**config.mk**
```make
export PLATFORM = sky130hd
export DESIGN_NAME = mdio_master
export DESIGN_NICKNAME = d
export VERILOG_FILES = /design/src/rtl/mdio_pkg.sv /design/src/rtl/mdio_mdc_gen.sv /design/src/rtl/mdio_hold_timer.sv /design/src/rtl/mdio_frame_engine.sv /design/src/rtl/mdio_master.sv
export SDC_FILE = /design/constraint.sdc
export NUM_CORES = 1
export LEC_CHECK = 0
export ABC_AREA = 1
export BUFFER_PORTS_ARGS = -buffer_cell sky130_fd_sc_hd__buf_2
export CORE_MARGIN = 2
export CORE_UTILIZATION = 58
export CTS_CLUSTER_SIZE = 25
export DETAILED_ROUTE_END_ITERATION = 7
export PLACE_DENSITY = 0.92
export SLEW_MARGIN = 15
export SYNTH_ARGS = -nofsm -noshare
export SYNTH_HDL_FRONTEND = slang
export SYNTH_SLANG_ARGS = --single-unit
export TNS_END_PERCENT = 20
```
**constraint.sdc**
```tcl
create_clock -name clk -period 2.6 [get_ports clk]
set_clock_uncertainty 0.15 [all_clocks]
set_input_delay 0.52 -clock clk [delete_from_list [all_inputs] [get_ports clk]]
set_output_delay 0.52 -clock clk [all_outputs]
set_load 0.005 [all_outputs]
```
**src/rtl/mdio_pkg.sv**
```systemverilog
package mdio_pkg;
    localparam int PRE_LEN   = 32;
    localparam int FRAME_W   = 32;
    localparam int SPD_W     = 6;
    localparam int HOLD_W    = 3;
    localparam int RD_W      = 16;
    localparam int TA_W      = 2;
    localparam int DLY_W     = HOLD_W + 1;
    localparam int REG_AW    = 2;
    localparam int SPD_LSB   = 1;
    localparam int HOLD_LSB  = 8;

    localparam logic [1:0] OP_RD = 2'b10;

    localparam logic [REG_AW-1:0] ADDR_FRAME = 2'd0;
    localparam logic [REG_AW-1:0] ADDR_CFG   = 2'd1;
    localparam logic [REG_AW-1:0] ADDR_EVT   = 2'd2;
endpackage

```
**src/rtl/mdio_mdc_gen.sv**
```systemverilog
module mdio_mdc_gen #(
    parameter int SPD_W = mdio_pkg::SPD_W
) (
    input  logic             clk,
    input  logic             rst_n,
    input  logic             run,
    input  logic [SPD_W-1:0] half,
    output logic             mdc,
    output logic             rise,
    output logic             fall
);
    typedef struct packed {
        logic [SPD_W-1:0] cnt;
        logic             clk_lvl;
    } gen_t;

    gen_t g_d, g_q;
    logic tick;

    always_comb begin
        tick = run && ({1'b0, g_q.cnt} + 1'b1 == {1'b0, half});
        g_d  = g_q;
        if (!run) begin
            g_d = '0;
        end else if (tick) begin
            g_d.cnt     = '0;
            g_d.clk_lvl = ~g_q.clk_lvl;
        end else begin
            g_d.cnt = g_q.cnt + 1'b1;
        end
    end

    always_ff @(posedge clk or negedge rst_n) begin
        if (!rst_n) g_q <= '0;
        else        g_q <= g_d;
    end

    assign mdc  = g_q.clk_lvl;
    assign rise = tick & ~g_q.clk_lvl;
    assign fall = tick &  g_q.clk_lvl;
endmodule

```
**src/rtl/mdio_hold_timer.sv**
```systemverilog
module mdio_hold_timer #(
    parameter int DLY_W = mdio_pkg::DLY_W
) (
    input  logic             clk,
    input  logic             rst_n,
    input  logic             run,
    input  logic             fall,
    input  logic [DLY_W-1:0] dly,
    output logic             adv
);
    typedef struct packed {
        logic [DLY_W-1:0] cnt;
    } tmr_t;

    tmr_t t_d, t_q;

    always_comb begin
        t_d = t_q;
        if (!run) begin
            t_d.cnt = '0;
        end else if (fall && dly != '0) begin
            t_d.cnt = dly;
        end else if (t_q.cnt != '0) begin
            t_d.cnt = t_q.cnt - 1'b1;
        end
        if (dly == '0) adv = fall;
        else           adv = (t_q.cnt == DLY_W'(1));
    end

    always_ff @(posedge clk or negedge rst_n) begin
        if (!rst_n) t_q <= '0;
        else        t_q <= t_d;
    end
endmodule

```
**src/rtl/mdio_frame_engine.sv**
```systemverilog
module mdio_frame_engine #(
    parameter int PRE_LEN = mdio_pkg::PRE_LEN,
    parameter int FRAME_W = mdio_pkg::FRAME_W,
    parameter int RD_W    = mdio_pkg::RD_W,
    parameter int TA_W    = mdio_pkg::TA_W
) (
    input  logic               clk,
    input  logic               rst_n,
    input  logic               start,
    input  logic [FRAME_W-1:0] word_in,
    input  logic               adv,
    input  logic               rise,
    input  logic               fall,
    input  logic               mdio_i,
    output logic               busy,
    output logic               bit_o,
    output logic               oe,
    output logic               done,
    output logic               is_rd,
    output logic [RD_W-1:0]    cap
);
    localparam int TOTAL      = PRE_LEN + FRAME_W;
    localparam int IDX_W      = $clog2(TOTAL);
    localparam int POS_W      = $clog2(FRAME_W);
    localparam int LAST       = TOTAL - 1;
    localparam int DATA_FIRST = TOTAL - RD_W;
    localparam int TA_FIRST   = DATA_FIRST - TA_W;
    localparam int OP_HI      = FRAME_W - 3;

    typedef struct packed {
        logic               busy;
        logic [IDX_W-1:0]   idx;
        logic [FRAME_W-1:0] word;
        logic               rd;
        logic [RD_W-1:0]    cap;
    } eng_t;

    eng_t e_d, e_q;
    logic [IDX_W-1:0] rel;
    logic [POS_W-1:0] pos;
    logic             in_pre;

    always_comb begin
        e_d  = e_q;
        done = 1'b0;
        if (!e_q.busy) begin
            if (start) begin
                e_d.busy = 1'b1;
                e_d.idx  = '0;
                e_d.word = word_in;
                e_d.rd   = (word_in[OP_HI -: 2] == mdio_pkg::OP_RD);
                e_d.cap  = '0;
            end
        end else begin
            if (fall && e_q.idx == IDX_W'(LAST)) begin
                e_d.busy = 1'b0;
                done     = 1'b1;
            end else if (adv && e_q.idx != IDX_W'(LAST)) begin
                e_d.idx = e_q.idx + 1'b1;
            end
            if (rise && e_q.rd && e_q.idx >= IDX_W'(DATA_FIRST)) begin
                e_d.cap = {e_q.cap[RD_W-2:0], mdio_i};
            end
        end
    end

    always_ff @(posedge clk or negedge rst_n) begin
        if (!rst_n) e_q <= '0;
        else        e_q <= e_d;
    end

    always_comb begin
        in_pre = (e_q.idx < IDX_W'(PRE_LEN));
        rel    = e_q.idx - IDX_W'(PRE_LEN);
        pos    = POS_W'(FRAME_W - 1) - rel[POS_W-1:0];
        bit_o  = e_q.busy & (in_pre | e_q.word[pos]);
        oe     = e_q.busy & ~(e_q.rd & (e_q.idx >= IDX_W'(TA_FIRST)));
    end

    assign busy  = e_q.busy;
    assign is_rd = e_q.rd;
    assign cap   = e_q.cap;
endmodule

```
**src/rtl/mdio_master.sv**
```systemverilog
module mdio_master #(
    parameter int FRAME_W  = mdio_pkg::FRAME_W,
    parameter int PRE_LEN  = mdio_pkg::PRE_LEN,
    parameter int SPD_W    = mdio_pkg::SPD_W,
    parameter int HOLD_W   = mdio_pkg::HOLD_W,
    parameter int RD_W     = mdio_pkg::RD_W,
    parameter int REG_AW   = mdio_pkg::REG_AW
) (
    input  logic               clk,
    input  logic               rst_n,
    input  logic [REG_AW-1:0]  reg_addr,
    input  logic               reg_wen,
    input  logic [FRAME_W-1:0] reg_wdata,
    output logic [FRAME_W-1:0] reg_rdata,
    output logic               mdc,
    output logic               mdio_o,
    output logic               mdio_oe,
    input  logic               mdio_i
);
    localparam int DLY_W = HOLD_W + 1;

    typedef struct packed {
        logic [FRAME_W-1:0] frame;
        logic [SPD_W-1:0]   speed;
        logic [HOLD_W-1:0]  hold;
        logic               evt;
        logic [SPD_W-1:0]   spd_run;
        logic [DLY_W-1:0]   dly_run;
    } regs_t;

    regs_t r_d, r_q;

    logic             busy, done, is_rd, start;
    logic             rise, fall, adv;
    logic [RD_W-1:0]  cap;
    logic [DLY_W-1:0] hold_p1, dly_eff;
    logic [FRAME_W-1:0] frame_word;
    logic             speed_nz, evt_flag;

    always_comb begin
        hold_p1 = DLY_W'(r_q.hold) + 1'b1;
        if (int'(hold_p1) < int'(r_q.speed)) dly_eff = hold_p1;
        else                                 dly_eff = DLY_W'(r_q.speed - 1'b1);

        speed_nz = (r_q.speed != '0);
        start    = reg_wen && (reg_addr == mdio_pkg::ADDR_FRAME) && !busy && speed_nz;

        r_d = r_q;
        if (reg_wen) begin
            case (reg_addr)
                mdio_pkg::ADDR_FRAME: if (!busy) r_d.frame = reg_wdata;
                mdio_pkg::ADDR_CFG: begin
                    r_d.speed = reg_wdata[mdio_pkg::SPD_LSB +: SPD_W];
                    r_d.hold  = reg_wdata[mdio_pkg::HOLD_LSB +: HOLD_W];
                end
                mdio_pkg::ADDR_EVT: if (reg_wdata[0]) r_d.evt = 1'b0;
                default: ;
            endcase
        end
        if (start) begin
            r_d.spd_run = r_q.speed;
            r_d.dly_run = dly_eff;
        end
        if (done) begin
            r_d.evt = 1'b1;
            if (is_rd) r_d.frame[RD_W-1:0] = cap;
        end
    end

    always_ff @(posedge clk or negedge rst_n) begin
        if (!rst_n) r_q <= '0;
        else        r_q <= r_d;
    end

    always_comb begin
        reg_rdata = '0;
        case (reg_addr)
            mdio_pkg::ADDR_FRAME: reg_rdata = r_q.frame;
            mdio_pkg::ADDR_CFG: begin
                reg_rdata[mdio_pkg::SPD_LSB +: SPD_W]   = r_q.speed;
                reg_rdata[mdio_pkg::HOLD_LSB +: HOLD_W] = r_q.hold;
            end
            mdio_pkg::ADDR_EVT: begin
                reg_rdata[0] = r_q.evt;
                reg_rdata[1] = busy;
            end
            default: ;
        endcase
    end

    assign frame_word = r_q.frame;
    assign evt_flag   = r_q.evt;

    mdio_mdc_gen #(.SPD_W(SPD_W)) u_mdc (
        .clk   (clk),
        .rst_n (rst_n),
        .run   (busy),
        .half  (r_q.spd_run),
        .mdc   (mdc),
        .rise  (rise),
        .fall  (fall)
    );

    mdio_hold_timer #(.DLY_W(DLY_W)) u_hold (
        .clk   (clk),
        .rst_n (rst_n),
        .run   (busy),
        .fall  (fall),
        .dly   (r_q.dly_run),
        .adv   (adv)
    );

    mdio_frame_engine #(
        .PRE_LEN (PRE_LEN),
        .FRAME_W (FRAME_W),
        .RD_W    (RD_W),
        .TA_W    (mdio_pkg::TA_W)
    ) u_eng (
        .clk     (clk),
        .rst_n   (rst_n),
        .start   (start),
        .word_in (reg_wdata),
        .adv     (adv),
        .rise    (rise),
        .fall    (fall),
        .mdio_i  (mdio_i),
        .busy    (busy),
        .bit_o   (mdio_o),
        .oe      (mdio_oe),
        .done    (done),
        .is_rd   (is_rd),
        .cap     (cap)
    );
endmodule

```
==> reports/qor.csv <==
stage,metric,value,unit
place,Setup WS pre-CTS,0.1993,ns
setup_path,Crit-path slowest cell,dfrtp_2,
cells_and_area,ANT cells,0,
power,switch share,38.72,%
route,DRC,0,
synthesis,syn_nets,823,
synthesis,Compound-Gate Fraction of Synth Area,13.45,%
hold_path,min-delay src,reg_wdata[21],
place,Placement Cell Area,6573,um2
route,WL final,16430,um
clocking,CTS tree,built,
power,Pleak,3.691,nW
place,Placer Congestion,0.8824,
hold_path,Worst Hold Class,input pin to flop,
sta,worst setup margin,-0.1810,ns
cells_and_area,fill count,697,
setup_path,Startpoint Class,flop,
sta,Max Slew Vio Count,0,
die,I/O Pins,73,
sta,period utilization,107.0,%
sta,setup TNS,-0.1810,ns
synthesis,Yosys warning total,0,
sta,RSZ-0062 raised after global routing,yes,
synthesis,post-synthesis sequential area ratio,49.23,%
power,Int Pwr,4.818,mW
power,Clk network pwr share,27.5,%
status,status,"finished, violations left",
setup_path,R2R Path Start,u_mdc.g_q[1],
power,power share of the combinational group,32.6,%
cells_and_area,final core occ,70.38,%
power,power per cell area,1092,nW/um2
route,drt pass-1 iters,6,
route,initial DRC count,759,
synthesis,Simple-Gate Fraction of Synth Area,26.33,%
place,PortBufs,72,
setup_path,Worst Setup SP,u_eng.e_q[49],
global_route,first-pass GRT wire length,27170,um
global_route,initial antenna violation count,0,
route,remaining antenna violation count after routing,0,
power,worst vdd ir,0.5411,mV
synthesis,xor/xnor cell area share of the yosys netlist,0.8688,%
power,Flop pwr share,39.9,%
synthesis,synthesized cell area,6048,um2
setup_path,CP endpoint kind,output port,
cells_and_area,"non-filler cells, final",1004,
clocking,H-tree Lvls,4,
setup_path,Top Family by Delay on Critical Path,compound AO/OA/AOI/OAI gates,
die,Initial Util,59.12,%
die,die area,11260,um2
sta,Final setup viols,1,
power,Tot Pwr,7.862,mW
global_route,total track usage,30.53,%
cells_and_area,Area Overhead vs Synth,19.05,%
die,die width,106.1,um
setup_path,Setup CP Type,flop to output port,
setup_path,worst path cell trace,clkinvlp_4 -> a21oi_1 -> o21ai_1 -> o211ai_1 -> a31oi_1 -> nor3_2 -> buf_2,
sta,relative slew slack,63.67,%
setup_path,crit-path max FO,5,
synthesis,Post-Synth Adder-Cell Area,1.862,%
setup_path,Max stage delay on crit path,0.50,ns
cells_and_area,Final Net Count,902,
clocking,maximum buffer depth of the clock tree,2,
cells_and_area,design area,7201,um2
cells_and_area,most frequent cells in the layout,"nand2_1, dfrtp_1, o21ai_0",
synthesis,Post-Syn Area per Cell,7.794,um2
sta,Final Hold Viols,0,
power,Sw Pwr,3.044,mW
clocking,latest clock arrival within the worst-skew pair,0.53,ns
synthesis,Synth Register Bits,119,
clocking,Worst-path clk slew,0.06,ns
status,failing checks,negative setup slack,
clocking,clk root buf,clkbuf_8,
global_route,GRT Residual Overflow,0,
synthesis,mux share of post-synthesis cell area,0,%
synthesis,largest family of logic cells by synthesized area,simple AND/OR/NAND/NOR gates,
route,Via density,5.808,
sta,Hold Slack,0.05578,ns
sta,Least-Margin Pin Slew,0.5450,ns
die,# rows,37,
synthesis,synth unique cells,36,
die,chip height,106.1,um
run,maxcap violations,0,
cells_and_area,share of post-route cells with drive strength above 1,19.12,%
clocking,clock buffer count from CTS,17,
sta,Max Fclk,359.6,MHz
global_route,number of global-route vias before repair,5629,
route,Vias,5831,
route,detailed-route wire length per cell,16.37,um
sta,Tmin final,2.781,ns
cells_and_area,"leading cell type in the layout, fill and taps excluded",nand2_1,
clocking,CTS Sinks,119,
synthesis,Mapped Cells,776,
global_route,largest net degree at the start of global routing,73,
setup_path,Buf/Inv on CP,2,
setup_path,Worst Path Required,1.93,ns
die,total core area,10230,um2
place,placed insts,966,
place,DP HPWL,9895,um
setup_path,"Data arrival, critical path",2.11,ns
==> area by class of cell <==
class	instances	area (um2)	area share [%]
Timing Repair Buffer	91	545.5	7.576
Timing Repair inverter	3	20.02	0.2780
Clock inverter	15	132.6	1.842
Inverter	90	341.6	4.744
Tap cell	136	170.2	2.363
Sequential cell	119	2980	41.39
Multi-Input combinational cell	533	2596	36.06
Clock buffer	17	414.1	5.752
==> flip-flops by register name (all words and copies together), names as in the netlist <==
register and cells:
r_q 19, u_eng.cap 16, evt_flag 1, u_eng.busy 1, u_mdc.mdc 1, frame_word 32
u_eng.e_q 38, u_hold.t_q 4, u_mdc.g_q 6, u_eng.is_rd 1
==> synth_stat cells <==
| cell | instances | area (um2) |
|---|---|---|
| nand3_1 | 61 | 305.3 |
| nor3_1 | 5 | 25.02 |
| nor2_1 | 55 | 206.5 |
| nand3_4 | 1 | 17.52 |
| dfrtp_1 | 119 | 2978 |
| nand3_2 | 2 | 20.02 |
| nand2_2 | 4 | 25.02 |
| nor2_4 | 3 | 33.78 |
| inv_1 | 86 | 322.8 |
| o221ai_1 | 4 | 35.03 |
| ha_1 | 9 | 112.6 |
| nor2_2 | 3 | 18.77 |
| o21ai_1 | 2 | 10.01 |
| a31oi_1 | 2 | 12.51 |
| nand3b_1 | 1 | 7.510 |
| inv_2 | 2 | 7.510 |
| nand2_1 | 230 | 863.3 |
| buf_2 | 3 | 15.01 |
| nand4_4 | 1 | 21.27 |
| a21oi_1 | 9 | 45.04 |
| or2_1 | 1 | 6.260 |
| nand4_1 | 4 | 25.02 |
| o21ai_2 | 14 | 122.6 |
| clkinv_1 | 2 | 7.510 |
| buf_6 | 4 | 45.04 |
| nand2_4 | 1 | 11.26 |
| clkbuf_1 | 23 | 86.33 |
| o22ai_1 | 5 | 31.28 |
| nor4_1 | 1 | 6.260 |
| xor2_1 | 3 | 26.28 |
| o211ai_1 | 2 | 15.01 |
| xnor2_1 | 3 | 26.28 |
| a41oi_1 | 1 | 8.760 |
| buf_1 | 4 | 15.01 |
| o21bai_1 | 1 | 7.510 |
| o21ai_0 | 105 | 525.5 |
==> worst reg2reg max path, cell delays in order, from the launching register on <==
cell,delay (ns)
dfrtp_2,0.44
ha_1,0.25
or2_1,0.27
nand3b_1,0.09
nand2_1,0.06
nor2_2,0.15
nand3_2,0.13
nor2_4,0.14
nand4_4,0.13
nor2_4,0.14
buf_12,0.21
nand2_1,0.10
o21ai_2,0.07
==> power groups by stage <==
stage,clock (mW),combinational [mW],sequential [mW]
after floorplan,0,1.75,2.89
after global placement,0,2.22,3.04
after detailed placement,0,2.33,3.05
after CTS,2.16,2.45,3.08
after global routing,2.26,2.88,3.20
final,2.16,2.56,3.14
==> per-layer routing <==
metal  up-vias  track usage, %  routed length [um]
met1      2709           39.76                6409
met5         -               0                   0
li1       2653               -                   -
met2       390           49.13                7877
met3        79           7.112                1493
met4         0           13.16                 653
==> timing repair <==
item | 4_1_cts | 5_1_grt
hold endpoints to repair | 76 | 0
setup endpoints to repair | 1 | 9
gates resized for setup | 11 | 12
gates cloned | 2 | 1
hold buffers | 1 | 0
buffers inserted | 1 | 1
==> path summary, 6_finish.rpt <==
check	to	slack, ns	cells after the start
setup / recovery	mdio_o	-0.18	7
hold / removal	u_eng.e_q[38]	0.06	3
setup reg to reg	frame_word[3]	0.18	12
hold reg to reg	u_eng.e_q[34]	0.34	2
max in group asynchronous	u_eng.cap[4]	1.38	3
min in group asynchronous	frame_word[26]	0.19	2
==> cell families (layout without fill, tap and decap cells) <==
group           count (synthesis)  in the layout
compound gates                145            145
buf+inv                       124            216
fa+ha+maj                       9              9
simple gates                  373            373
flops                         119            119
xor+xnor                        6              6
No activity file was read; power rests on OpenSTA's default activity.
